[src/rtl/bpi_pkg.sv]
package bpi_pkg;
    typedef enum logic [1:0] {
        S_IDLE,
        S_WAIT,
        S_MOVE,
        S_DONE
    } bpi_state_e;
endpackage

[src/rtl/bpi_channel.sv]
module bpi_channel #(
    parameter int AW = 8,
    parameter int LW = 8,
    parameter int CW = 4
) (
    input  logic          clk,
    input  logic          rst_n,
    input  logic          load,
    input  logic          en,
    input  logic [AW-1:0] base,
    input  logic [LW-1:0] len,
    input  logic          arm,
    input  logic [CW-1:0] cell_size,
    input  logic          take,
    output logic [AW-1:0] addr,
    output logic          pend_cell,
    output logic          last_cell,
    output logic          pend_line,
    output logic          last_line
);
    logic [AW-1:0] ptr;
    logic [LW-1:0] rem;
    logic [LW-1:0] cell_left;
    logic [LW-1:0] eff_cell;

    // a cell size of zero is served as one byte
    always_comb begin
        eff_cell = LW'(cell_size);
        if (cell_size == '0) eff_cell = LW'(1);
    end

    always_ff @(posedge clk or negedge rst_n) begin
        if (!rst_n) begin
            ptr       <= '0;
            rem       <= '0;
            cell_left <= '0;
        end else if (load) begin
            ptr       <= base;
            rem       <= en ? len : '0;
            cell_left <= '0;
        end else begin
            if (arm) cell_left <= (rem < eff_cell) ? rem : eff_cell;
            if (take) begin
                ptr       <= ptr + AW'(1);
                rem       <= rem - LW'(1);
                cell_left <= cell_left - LW'(1);
            end
        end
    end

    assign addr      = ptr;
    assign pend_cell = (cell_left != '0);
    assign last_cell = (cell_left == LW'(1));
    assign pend_line = (rem != '0);
    assign last_line = (rem == LW'(1));
endmodule

[src/rtl/bpi_arbiter.sv]
module bpi_arbiter (
    input  logic       clk,
    input  logic       rst_n,
    input  logic       clear,
    input  logic [1:0] req,
    output logic [1:0] gnt
);
    // last_one = 1 means channel 1 was served last, so channel 0 goes next
    logic last_one;

    always_comb begin
        gnt = 2'b00;
        if (req[0] && (!req[1] || last_one)) gnt = 2'b01;
        else if (req[1])                     gnt = 2'b10;
    end

    always_ff @(posedge clk or negedge rst_n) begin
        if (!rst_n)       last_one <= 1'b1;
        else if (clear)   last_one <= 1'b1;
        else if (|gnt)    last_one <= gnt[1];
    end
endmodule

[src/rtl/byte_pair_interleaver.sv]
module byte_pair_interleaver
    import bpi_pkg::*;
#(
    parameter int DW = 8,
    parameter int AW = 8,
    parameter int LW = 8,
    parameter int CW = 4
) (
    input  logic          clk,
    input  logic          rst_n,
    input  logic          start,
    input  logic          ch0_en,
    input  logic [AW-1:0] ch0_base,
    input  logic [LW-1:0] ch0_len,
    input  logic [CW-1:0] ch0_cell,
    input  logic          ch1_en,
    input  logic [AW-1:0] ch1_base,
    input  logic [LW-1:0] ch1_len,
    input  logic [CW-1:0] ch1_cell,
    input  logic          cell_trig,
    output logic [AW-1:0] rd_addr,
    input  logic [DW-1:0] rd_data,
    output logic          out_valid,
    output logic          out_chan,
    output logic [DW-1:0] out_data,
    output logic          done
);
    localparam int NCH = 2;

    bpi_state_e st, st_nx;

    logic          en_a   [NCH];
    logic [AW-1:0] base_a [NCH];
    logic [LW-1:0] len_a  [NCH];
    logic [CW-1:0] cell_a [NCH];
    logic [AW-1:0] addr_a [NCH];

    logic [NCH-1:0] pend_cell, last_cell, pend_line, last_line, gnt, req;
    logic load, arm, has_work, cell_end, line_end;

    assign en_a[0]   = ch0_en;
    assign en_a[1]   = ch1_en;
    assign base_a[0] = ch0_base;
    assign base_a[1] = ch1_base;
    assign len_a[0]  = ch0_len;
    assign len_a[1]  = ch1_len;
    assign cell_a[0] = ch0_cell;
    assign cell_a[1] = ch1_cell;

    assign load     = start && (st == S_IDLE || st == S_DONE);
    assign arm      = (st == S_WAIT) && cell_trig;
    assign has_work = (ch0_en && ch0_len != '0) || (ch1_en && ch1_len != '0);
    assign req      = (st == S_MOVE) ? pend_cell : '0;
    assign cell_end = &(~pend_cell | (gnt & last_cell));
    assign line_end = &(~pend_line | (gnt & last_line));

    for (genvar c = 0; c < NCH; c++) begin : g_ch
        bpi_channel #(.AW(AW), .LW(LW), .CW(CW)) i_chan (
            .clk       (clk),
            .rst_n     (rst_n),
            .load      (load),
            .en        (en_a[c]),
            .base      (base_a[c]),
            .len       (len_a[c]),
            .arm       (arm),
            .cell_size (cell_a[c]),
            .take      (gnt[c]),
            .addr      (addr_a[c]),
            .pend_cell (pend_cell[c]),
            .last_cell (last_cell[c]),
            .pend_line (pend_line[c]),
            .last_line (last_line[c])
        );
    end

    bpi_arbiter i_arb (
        .clk   (clk),
        .rst_n (rst_n),
        .clear (load),
        .req   (req),
        .gnt   (gnt)
    );

    assign rd_addr = gnt[1] ? addr_a[1] : addr_a[0];

    // next-state logic
    always_comb begin
        st_nx = st;
        unique case (st)
            S_IDLE, S_DONE: if (start) st_nx = has_work ? S_WAIT : S_DONE;
            S_WAIT:         if (cell_trig) st_nx = S_MOVE;
            S_MOVE:         if (cell_end) st_nx = line_end ? S_DONE : S_WAIT;
            default:        st_nx = S_IDLE;
        endcase
    end

    // state register
    always_ff @(posedge clk or negedge rst_n) begin
        if (!rst_n) st <= S_IDLE;
        else        st <= st_nx;
    end

    // outputs
    always_ff @(posedge clk or negedge rst_n) begin
        if (!rst_n) begin
            out_valid <= 1'b0;
            out_chan  <= 1'b0;
            out_data  <= '0;
        end else begin
            out_valid <= |gnt;
            out_chan  <= gnt[1];
            out_data  <= rd_data;
        end
    end

    assign done = (st == S_DONE);
endmodule

[config.mk]
export PLATFORM = sky130hd
export DESIGN_NAME = byte_pair_interleaver
export DESIGN_NICKNAME = d
export VERILOG_FILES = /design/src/rtl/bpi_pkg.sv /design/src/rtl/bpi_channel.sv /design/src/rtl/bpi_arbiter.sv /design/src/rtl/byte_pair_interleaver.sv
export SDC_FILE = /design/constraint.sdc
export NUM_CORES = 1
export LEC_CHECK = 0
export ABC_AREA = 1
export BUFFER_PORTS_ARGS = -buffer_cell sky130_fd_sc_hd__buf_2
export CAP_MARGIN = 30
export CORE_AREA = 2 2 93 95
export DETAILED_ROUTE_END_ITERATION = 8
export DIE_AREA = 0 0 95 97
export PLACE_DENSITY = 0.83
export RECOVER_POWER = 25
export SKIP_CTS_REPAIR_TIMING = 1
export SLEW_MARGIN = 15
export SYNTH_ARGS = -nofsm -noshare
export SYNTH_HDL_FRONTEND = slang
export SYNTH_HIERARCHICAL = 1
export SYNTH_SLANG_ARGS = --single-unit
[constraint.sdc]
create_clock -name clk -period 2.1 [get_ports clk]
set_input_delay 0.105 -clock clk [delete_from_list [all_inputs] [get_ports clk]]
set_output_delay 0.105 -clock clk [all_outputs]
set_load 0.01 [all_outputs]
After elaboration in Yosys (flattened, before gate mapping)
Index checks and enable logic that the tools add are counted.
Storage, ports and cells
  bits in registers: 61
  output and inout bits: 19
  word-level logic and storage cells: 95
Operators by class
  add/subtract/negate cells: 6
  magnitude comparators: 2
  equality and inequality tests: 10
  mux-type cells: 32
  bitwise operators: 6
  reductions and logical operators: 28
Operators by type and width (count)
  2-to-1 mux 8 bit: 19
  nonzero test 8 bit: 6
  == test 8 x 1 -> 1 bit (second input constant): 4
  subtractor 8 x 1 -> 8 bit (second input constant): 4
  adder 8 x 1 -> 8 bit (second input constant): 2
  less-than comparator 8 bit: 2
  2-to-1 mux 2 bit: 8
  logical NOT 4 bit: 2
  2-to-1 mux 4 bit: 2
  != test 2 bit (second input constant): 3
  one-hot mux 2 bit (3 select lines): 1
  nonzero test 2 bit: 3
  nonzero test 3 bit: 2
  logical AND 1 bit: 5
  bitwise AND 2 bit: 2
  == test 2 bit (second input constant): 2
  inverter 2 bit: 2
  OR 2 bit: 2
  AND reduction 2 bit: 2
  OR reduction 2 bit: 2
  logical OR 1 bit: 3
  AND reduction 3 bit: 1
  == test 2 x 1 -> 1 bit (second input constant): 1
  logical NOT 2 bit: 1
  other kinds (2): 3

Depth between registers and ports, before layout
Gate-level depths: netlist of the first run.
  word-level depth: 12
  depth in mapped cells: 17
  gate-level depth less buffers: 17

Modules after synthesis
Netlist of the first run, hierarchy kept.
Modules (own cells, without submodules)
  bpi_channel: instances 2, cells each 216, area each 1630.3 um^2
  byte_pair_interleaver: instances 1, cells each 92, area each 681.9 um^2
  bpi_arbiter: instances 1, cells each 9, area each 75.1 um^2

Least setup slack after synthesis of the first run
No wires, ideal clock.
  kind: reg-to-reg
  from: register g_ch[0].i_chan.cell_left[0]
  to: register g_ch[1].i_chan.cell_left[0]
  data arrival time: 2.090 ns
  required time: 2.035 ns
  setup slack: -0.055 ns
  cell stages (with the launch flop): 17
  path through: dfrtp_1 -> inv_1 -> ha_1 -> nand2_1 -> nor3_1 -> nand4_1 -> nand2_1 -> inv_2 -> a21boi_2 -> nor2_4 -> inv_4 -> nor2_4 -> nor2_4 -> inv_2 -> a21oi_1 -> nand2_1 -> nand2_1
Between the ends
  cells in the longest elaborated chain, start to end: 6
  elaborated cells on any way between the ends: 7
RTL lines
  start, declared: line bpi_channel.sv:23  | logic [LW-1:0] cell_left;
  start signal, assigned: line bpi_channel.sv:42  | if (arm) cell_left <= (rem < eff_cell) ? rem : eff_cell;
  start signal, assigned: line bpi_channel.sv:46  | cell_left <= cell_left - LW'(1);
  nonzero test 8 bit (*): line bpi_channel.sv:52  | assign pend_cell = (cell_left != '0);
  via pend_cell[0]: line byte_pair_interleaver.sv:38  | logic [NCH-1:0] pend_cell, last_cell, pend_line, last_line, gnt, req;
  2-to-1 mux 2 bit (*): line byte_pair_interleaver.sv:53  | assign req = (st == S_MOVE) ? pend_cell : '0;
  via req[0]: line byte_pair_interleaver.sv:38
  logical AND 1 bit (*): line bpi_arbiter.sv:13  | if (req[0] && (!req[1] || last_one)) gnt = 2'b01;
  2-to-1 mux 2 bit (*): line bpi_arbiter.sv:13
  via gnt[1]: line byte_pair_interleaver.sv:38
  2-to-1 mux 8 bit: line bpi_channel.sv:43  | if (take) begin
  2-to-1 mux 8 bit: line bpi_channel.sv:37  | end else if (load) begin
  end signal, assigned: line bpi_channel.sv:42
  end signal, assigned: line bpi_channel.sv:46
  end, declared: line bpi_channel.sv:23
Mark *: on every way through the listed nets, which the timed path passes. The rest lies on a longest branch.
A chain may end at the register's enable or synchronous reset.

Worst setup path in the final report of the first run
  from: register g_ch[1].i_chan.cell_left[1]
  to: register g_ch[1].i_chan.cell_left[2]
Between the ends
  cells in the longest elaborated chain, start to end: 8
  elaborated cells on any way between the ends: 11
RTL lines (line)
  nonzero test 8 bit (*): bpi_channel.sv:52
  via pend_cell[1]: byte_pair_interleaver.sv:38
  2-to-1 mux 2 bit (*): byte_pair_interleaver.sv:53
  via req[1]: byte_pair_interleaver.sv:38
  logical NOT 1 bit: bpi_arbiter.sv:13
  logical OR 1 bit: bpi_arbiter.sv:13
  logical AND 1 bit: bpi_arbiter.sv:13
  2-to-1 mux 2 bit (*): bpi_arbiter.sv:13
  via gnt[1]: byte_pair_interleaver.sv:38
  2-to-1 mux 8 bit: bpi_channel.sv:43
  2-to-1 mux 8 bit: bpi_channel.sv:37
Marked as above.

==> results of run 1 <==
==> synth_stat cells, drive strengths merged, types with 4 or more instances <==
master,instances
nand2,148
inv,73
dfrtp,60
nor2,56
nand3,45
o21ai,33
a21oi,29
ha,20
nand4,12
xor2,12
buf,7
a22oi,4
nor3,4
o22ai,4
xnor2,4
==> area by class of cell <==
| type | count | area, sq um | area share |
|---|---|---|---|
| inverters | 73 | 288 | 0.0534 |
| well taps | 105 | 131 | 0.0244 |
| multi-input cells | 392 | 2350 | 0.436 |
| clock inverters | 5 | 41.3 | 0.00766 |
| flip-flops and latches | 61 | 1530 | 0.284 |
| clock buffers | 11 | 151 | 0.0281 |
| repair buffers | 131 | 900 | 0.167 |
==> sequential cells by signal, summed over array words and instances (netlist names) <==
name,cells
g_ch.i_chan/addr,16
g_ch.i_chan/cell_left,16
g_ch.i_chan/rem,16
out_data,8
st,2
i_arb/last_one,1
out_chan,1
out_valid,1
==> worst max path at each step <==
stage	start	to	slack [ps]	depth (start not counted)
after global placement	g_ch[1].i_chan/cell_left[0]$_DFFE_PN0P_	g_ch[0].i_chan/cell_left[2]$_DFFE_PN0P_	-10	14
after global routing	g_ch[0].i_chan/cell_left[0]$_DFFE_PN0P_	rd_addr[6]	-330	13
after detailed placement	g_ch[1].i_chan/cell_left[0]$_DFFE_PN0P_	g_ch[0].i_chan/rem[5]$_DFFE_PN0P_	-110	11
after CTS	g_ch[0].i_chan/cell_left[0]$_DFFE_PN0P_	rd_addr[7]	-420	13
after floorplan	g_ch[1].i_chan/cell_left[0]$_DFFE_PN0P_	g_ch[1].i_chan/cell_left[2]$_DFFE_PN0P_	2	16
final	g_ch[1].i_chan/cell_left[1]$_DFFE_PN0P_	g_ch[1].i_chan/cell_left[2]$_DFFE_PN0P_	-220	18
==> kinds of logic after synthesis <==
logic type | count (synthesis) | synth area share
and+or+nand+nor | 267 | 0.301
adders and majority gates | 20 | 0.0623
DFF | 61 | 0.380
xor gates and xnor gates | 16 | 0.0349
AOI/OAI and AO/OA | 89 | 0.140
buffers and inverters | 80 | 0.0819
==> metal layers <==
layer,vias up,share of wire,track usage
met3,22,0.072,0.0335
met4,0,0.017,0.0803
met2,224,0.52,0.381
met5,-,0,0
li1,2025,-,-
met1,1994,0.39,0.298
==> worst min-delay path, cell delays in order <==
cell	delay (ps)
buf_2	80
nand2_1	40
nand3_1	70
==> power by group <==
group	switching [mW]	internal, mW	leakage, nW	total, mW
Sequential	0.00161	1.18	0.680	1.18
Combinational	0.0813	0.0683	1.88	0.150
Clock	0.522	0.506	0.0930	1.03
==> layout by cell type, fill, tap and decap left out, drive strengths merged, types with 3 or more instances in the layout <==
| cell | n |
|---|---|
| clkinvlp | 3 |
| clkbuf | 12 |
| xor2 | 12 |
| dfrtp | 60 |
| a22oi | 4 |
| xnor2 | 4 |
| inv | 75 |
| ha | 20 |
| o21ai | 33 |
| buf | 120 |
| nand4 | 12 |
| nand3 | 45 |
| a21oi | 29 |
| nor3 | 4 |
| dlygate4sd3 | 10 |
| nand2 | 148 |
| o22ai | 4 |
| nor2 | 56 |
==> metrics.csv, run 1 <==
metric,value,unit
CTS H-Tree Depth,3,
Post-Syn Area,4020,sq um
hold path startpoint,ch1_base[1],
failing checks,"negative hold slack, max-capacitance violations, max-slew violations, negative setup slack",
Row Count,33,
Routed Antenna Nets,0,
Die Y,97,microns
critical path data arrival time,2550,ps
Tmin final,2320,ps
CP top delay family,simple AND/OR/NAND/NOR gates,
crit end category,flop,
CTS tree,yes,
antenna violations before repair,0,
first-pass GRT wire length,17000,microns
Gate Count Post-Synth,533,
TritonCTS buffer count,9,
Min Hold Slack,-11.1,ps
count of final hold-check violations,2,
clk_lat worst skew,340,ps
setup ws final,-219,ps
Post-Place Worst Slack,-114,ps
crit share post-route,1.10,
Setup Viol. Count Final,47,
"Avg Cell Area, Syn",7.54,sq um
fmax,431,MHz
routed via count,4265,
Die ar.,9220,sq um
RSZ-0062 raised after global routing,yes,
Nets,742,
core area,8130,sq um
Worst EP required,2330,ps
Ant. Diodes,0,
layout cells sized above 1,0.328,
RD Place Congestion,0.956,
critical path class,flop to flop,
1st-iter DRT viols,331,
share of the synthesized area in the top cell type,0.374,
register bit total from synthesis,61,
synthesis-to-layout area growth,34.1,%
"critical path, cell by cell","inv_2, ha_4, nand2_4, nor3_4, nand4_1, nand2_1, inv_2, a21boi_4, buf_4, buf_12, nor2_4, inv_4, nor2_4, nor2_4, o21ai_1, inv_1, nand2_1, nand2_1",
Final Max Slew Viols,62,
maximum clock insertion buffer count,2,
reg2reg start,g_ch[1].i_chan/cell_left[1]$_DFFE_PN0P_,
register area share after synthesis,0.380,
WP buf/inv,6,
cell taking the most area after synthesis,dfrtp_1,
Slew @ Worst Pin,1530,ps
Slowest cell on crit path,dfrtp_1,
port buffer count,72,
VDD IR max,0.000230,V
Tot GR Track Use,0.228,
WHS Endpoint,g_ch[1].i_chan/addr[1]$_DFFE_PN0P_,
grt total ovfl,0,
Critical Path Fanout Max,6,
hold depth,3,
Post-synth EDFFs,0,
Pleak,2.66,nW
vias per cell,5.48,
largest net degree at the start of global routing,62,
top_reg_cell synth,dfrtp_1,
Initial Util,0.494,
Slew HR,-0.0184,
unique cell type count in the Yosys netlist,39,
Syn Nets,607,
DRC Markers,0,
Worst Reg-to-Reg Cells,18,
status,"finished, violations left",
setup tns final,-4950,ps
number of global-route vias before repair,3813,
Worst Setup Start Kind,flop,
R2R Path End,g_ch[1].i_chan/cell_left[2]$_DFFE_PN0P_,
R2R Setup Slk,-220,ps
placed wire-length estimate,7800,microns
Placed Area,4770,sq um
clk root buf,clkbuf_8,
Tot Pwr,2.36,mW
Yosys Warn Count,6,
clock sinks,61,
final core occ,0.662,
die width,95,microns
cell count after placement,738,
pwr dens,438,nW/um^2
Filler Cell Count,636,
min-delay worst type,primary input to flop,
length of the first detailed-routing pass in iterations,5,
I/O pin total,73,
Critical Path Max Stage Delay,400,ps
Post-Route WL,11700,microns
Synth area leaders,"dfrtp_1 (37%), nand2_1 (13%), ha_1 (6.2%)",
drt wl/cell,15.0,microns
Layout Cells excl Fill,778,
clock-pin slew on the worst setup and hold paths,80,ps
max_cap viols,1,
Synth async-reset ratio,1.00,
Setup Skew,9.37,ps
finished layout cell area,5390,sq um
Power figures use the tool's default switching activity.
==> run 2, diff against run 1 <==
--- a/config.mk
+++ b/config.mk
@@ -17,5 +17,4 @@
 export SLEW_MARGIN = 15
 export SYNTH_ARGS = -nofsm -noshare
 export SYNTH_HDL_FRONTEND = slang
-export SYNTH_HIERARCHICAL = 1
 export SYNTH_SLANG_ARGS = --single-unit
==> run 2 against run 1 <==
Against the previous run: the flow now finishes without violations; total power grew to 3.4 times the previous value; core utilization is 5.5 points lower; via count is 6.2% lower; critical endpoint is now rd_addr[2]; largest power group is now combinational logic; highest routed layer unchanged.
==> metrics.csv, run 2 <==
metric,value,unit,change
status,"finished, final reports clean",,"was finished, violations left"
Synth async-reset ratio,1.00,,unchanged
Critical Path Fanout Max,11,,was 6
Synth area leaders,"dfrtp_1 (37%), nand2_1 (10%), ha_1 (6.8%)",,"was dfrtp_1 (37%), nand2_1 (13%), ha_1 (6.2%)"
Setup Viol. Count Final,0,,was 47
Row Count,33,,unchanged
Ant. Diodes,0,,unchanged
VDD IR max,0.000963,V,was 0.000230 V
R2R Setup Slk,160,ps,was -220 ps
RD Place Congestion,0.903,,was 0.956
Initial Util,0.494,,about the same
switching power,3.92,mW,was 0.605 mW
placed wire-length estimate,7220,microns,was 7800 microns
"commonest non-fill, non-tap cell in the layout",nand2_1,,unchanged
largest net degree at the start of global routing,62,,unchanged
internal power,4.04,mW,was 1.76 mW
critical path data arrival time,1950,ps,was 2550 ps
length of the first detailed-routing pass in iterations,5,,unchanged
Slew HR,0.0938,,was -0.0184
Post-Route WL,10300,microns,was 11700 microns
Worst EP required,2000,ps,was 2330 ps
1st-iter DRT viols,292,,was 331
"count leader, synth",nand2_1,,unchanged
register bit total from synthesis,61,,unchanged
port buffer count,72,,unchanged
TritonCTS buffer count,9,,unchanged
fmax,487,MHz,was 431 MHz
Gate Count Post-Synth,522,,was 533
register area share after synthesis,0.380,,about the same
maximum clock insertion buffer count,2,,unchanged
clock-pin slew on the worst setup and hold paths,70,ps,was 80 ps
final core occ,0.607,,was 0.662
"Avg Cell Area, Syn",7.70,sq um,was 7.54 sq um
most frequent cells in the layout,"nand2_1 (106), buf_2 (73), inv_1 (61)",,"was nand2_1 (130), buf_2 (72), dfrtp_1 (60)"
Nets,690,,was 742
grt total ovfl,0,,unchanged
Post-Place Worst Slack,119,ps,was -114 ps
setup ws final,45.4,ps,was -219 ps
top_reg_cell synth,dfrtp_1,,unchanged
first-pass GRT wire length,16700,microns,was 17000 microns
Worst Setup Start Kind,flop,,unchanged
cell count after placement,691,,was 738
Slew @ Worst Pin,1360,ps,was 1530 ps
Post-synth EDFFs,0,,unchanged
pwr dens,1610,nW/um^2,was 438 nW/um^2
vias per cell,5.53,,was 5.48
cell taking the most area after synthesis,dfrtp_1,,unchanged
share of the synthesized area in the top cell type,0.373,,was 0.374
drt wl/cell,14.3,microns,was 15.0 microns
clk_lat worst skew,340,ps,about the same
crit share post-route,0.978,,was 1.10
Syn Nets,598,,was 607
clk root buf,clkbuf_8,,unchanged
Switching Share,0.493,,was 0.256
Yosys Warn Count,0,,was 6
Tot GR Track Use,0.224,,was 0.228
Routed Antenna Nets,0,,unchanged
number of global-route vias before repair,3717,,was 3813
Layout Cells excl Fill,723,,was 778
Clk pwr share,0.121,,was 0.435
Pleak,2.51,nW,was 2.66 nW
min-delay worst type,primary input to flop,,unchanged
core area,8130,sq um,unchanged
part of the power in registers,0.266,,was 0.501
CTS tree,yes,,unchanged
Final Max Slew Viols,0,,was 62
routed via count,4000,,was 4265
Combinational Power Share,0.613,,was 0.063
clock sinks,61,,unchanged
Setup Skew,12.8,ps,was 9.37 ps
die width,95,microns,unchanged
DRC Markers,0,,unchanged
unique cell type count in the Yosys netlist,41,,was 39
Tmin final,2050,ps,was 2320 ps
Die Y,97,microns,unchanged
synthesis-to-layout area growth,22.9,%,was 34.1%
count of final hold-check violations,0,,was 2
max_cap viols,0,,was 1
Die ar.,9220,sq um,unchanged
CTS H-Tree Depth,3,,unchanged
antenna violations before repair,0,,unchanged
I/O pin total,73,,unchanged
top post-synthesis cells by count,"nand2_1 (108), inv_1 (66), dfrtp_1 (60), o21ai_0 (41), nor2_1 (35)",,"was nand2_1 (141), inv_1 (64), dfrtp_1 (60), nor2_1 (46), nand3_1 (44)"
crit end category,primary output,,was flop
layout cells sized above 1,0.223,,was 0.328
Filler Cell Count,674,,was 636
Post-Syn Area,4020,sq um,about the same
critical path class,flop to primary output,,was flop to flop
==> run 2: changes by cell type after synthesis, sizes merged, moves of 5 or more <==
cell / change
a21oi: -8
xor2: +5
a31oi: +6
nor2: -15
nor3: +9
clkbuf: +7
o211ai: +10
o21ai: +14
nand3: -13
nand2: -35
==> run 2: logic make-up after synthesis <==
group / count (synthesis) / share of synthesized area
and+or+nand+nor: 219 / 0.246
AOI/OAI and AO/OA: 113 / 0.171
adders and majority gates: 22 / 0.0684
DFF: 61 / 0.380
xor gates and xnor gates: 21 / 0.0457
buffers and inverters: 86 / 0.0881
==> run 2: layer usage <==
metal | track usage | vias up | part of all wire
li1 | - | 1935 | -
met1 | 0.288 | 1881 | 0.41
met2 | 0.373 | 158 | 0.51
met3 | 0.0327 | 26 | 0.054
met4 | 0.0936 | 0 | 0.028
met5 | 0 | - | 0
==> run 2: worst paths after layout <==
path | startpoint | to | cells after the start
setup reg to reg | st[0]$_DFFE_PN0P_ | g_ch[0].i_chan.rem[5]$_DFFE_PN0P_ | 7
hold / removal | ch0_base[0] | g_ch[0].i_chan.addr[0]$_DFFE_PN0P_ | 3
max in group asynchronous | rst_n | st[0]$_DFFE_PN0P_ | 3
setup / recovery | g_ch[1].i_chan.cell_left[0]$_DFFE_PN0P_ | rd_addr[2] | 9
min in group asynchronous | rst_n | g_ch[1].i_chan.addr[2]$_DFFE_PN0P_ | 3
hold reg to reg | g_ch[0].i_chan.cell_left[0]$_DFFE_PN0P_ | g_ch[0].i_chan.cell_left[0]$_DFFE_PN0P_ | 2
==> run 2: power by group through the flow <==
| stage | logic (mW) | registers, mW | clock network, mW |
|---|---|---|---|
| after floorplan | 3.39 | 2.00 | 0 |
| final | 4.88 | 2.12 | 0.959 |
| after global routing | 5.49 | 2.17 | 1.02 |
| after global placement | 4.24 | 2.08 | 0 |
| after detailed placement | 4.42 | 2.10 | 0 |
| after CTS | 4.44 | 2.09 | 0.969 |
==> run 2: through the flow <==
stage	setup TNS (ps)	hold slack [ps]	area (sq um)	total power, mW
finish	0	7.72	4940	7.96
global route	-139	39.4	4940	8.68
CTS	-1200	-216	4700	7.50
detailed placement	0	140	4520	6.51
global placement	0	141	4520	6.32
floorplan	0	-191	4020	5.39
==> run 2: final cells by class <==
cell class / count / area [sq um] / share of cell area
Tap cell: 105 / 131 / 0.0266
Multi-Input combinational cell: 375 / 2220 / 0.450
Timing Repair Buffer: 97 / 614 / 0.124
Inverter: 70 / 265 / 0.0537
Clock inverter: 1 / 5.00 / 0.00101
Clock buffer: 14 / 173 / 0.0349
Sequential cell: 61 / 1530 / 0.309
==> run 2: critical path, stage by stage (launching register included) <==
cell     delay [ps]
dfrtp_1         430
inv_2            70
ha_4            180
nand2_4         100
nor2_2           70
nor2_4          190
nand2_8         100
buf_12          150
o21ai_0         150
buf_2           160
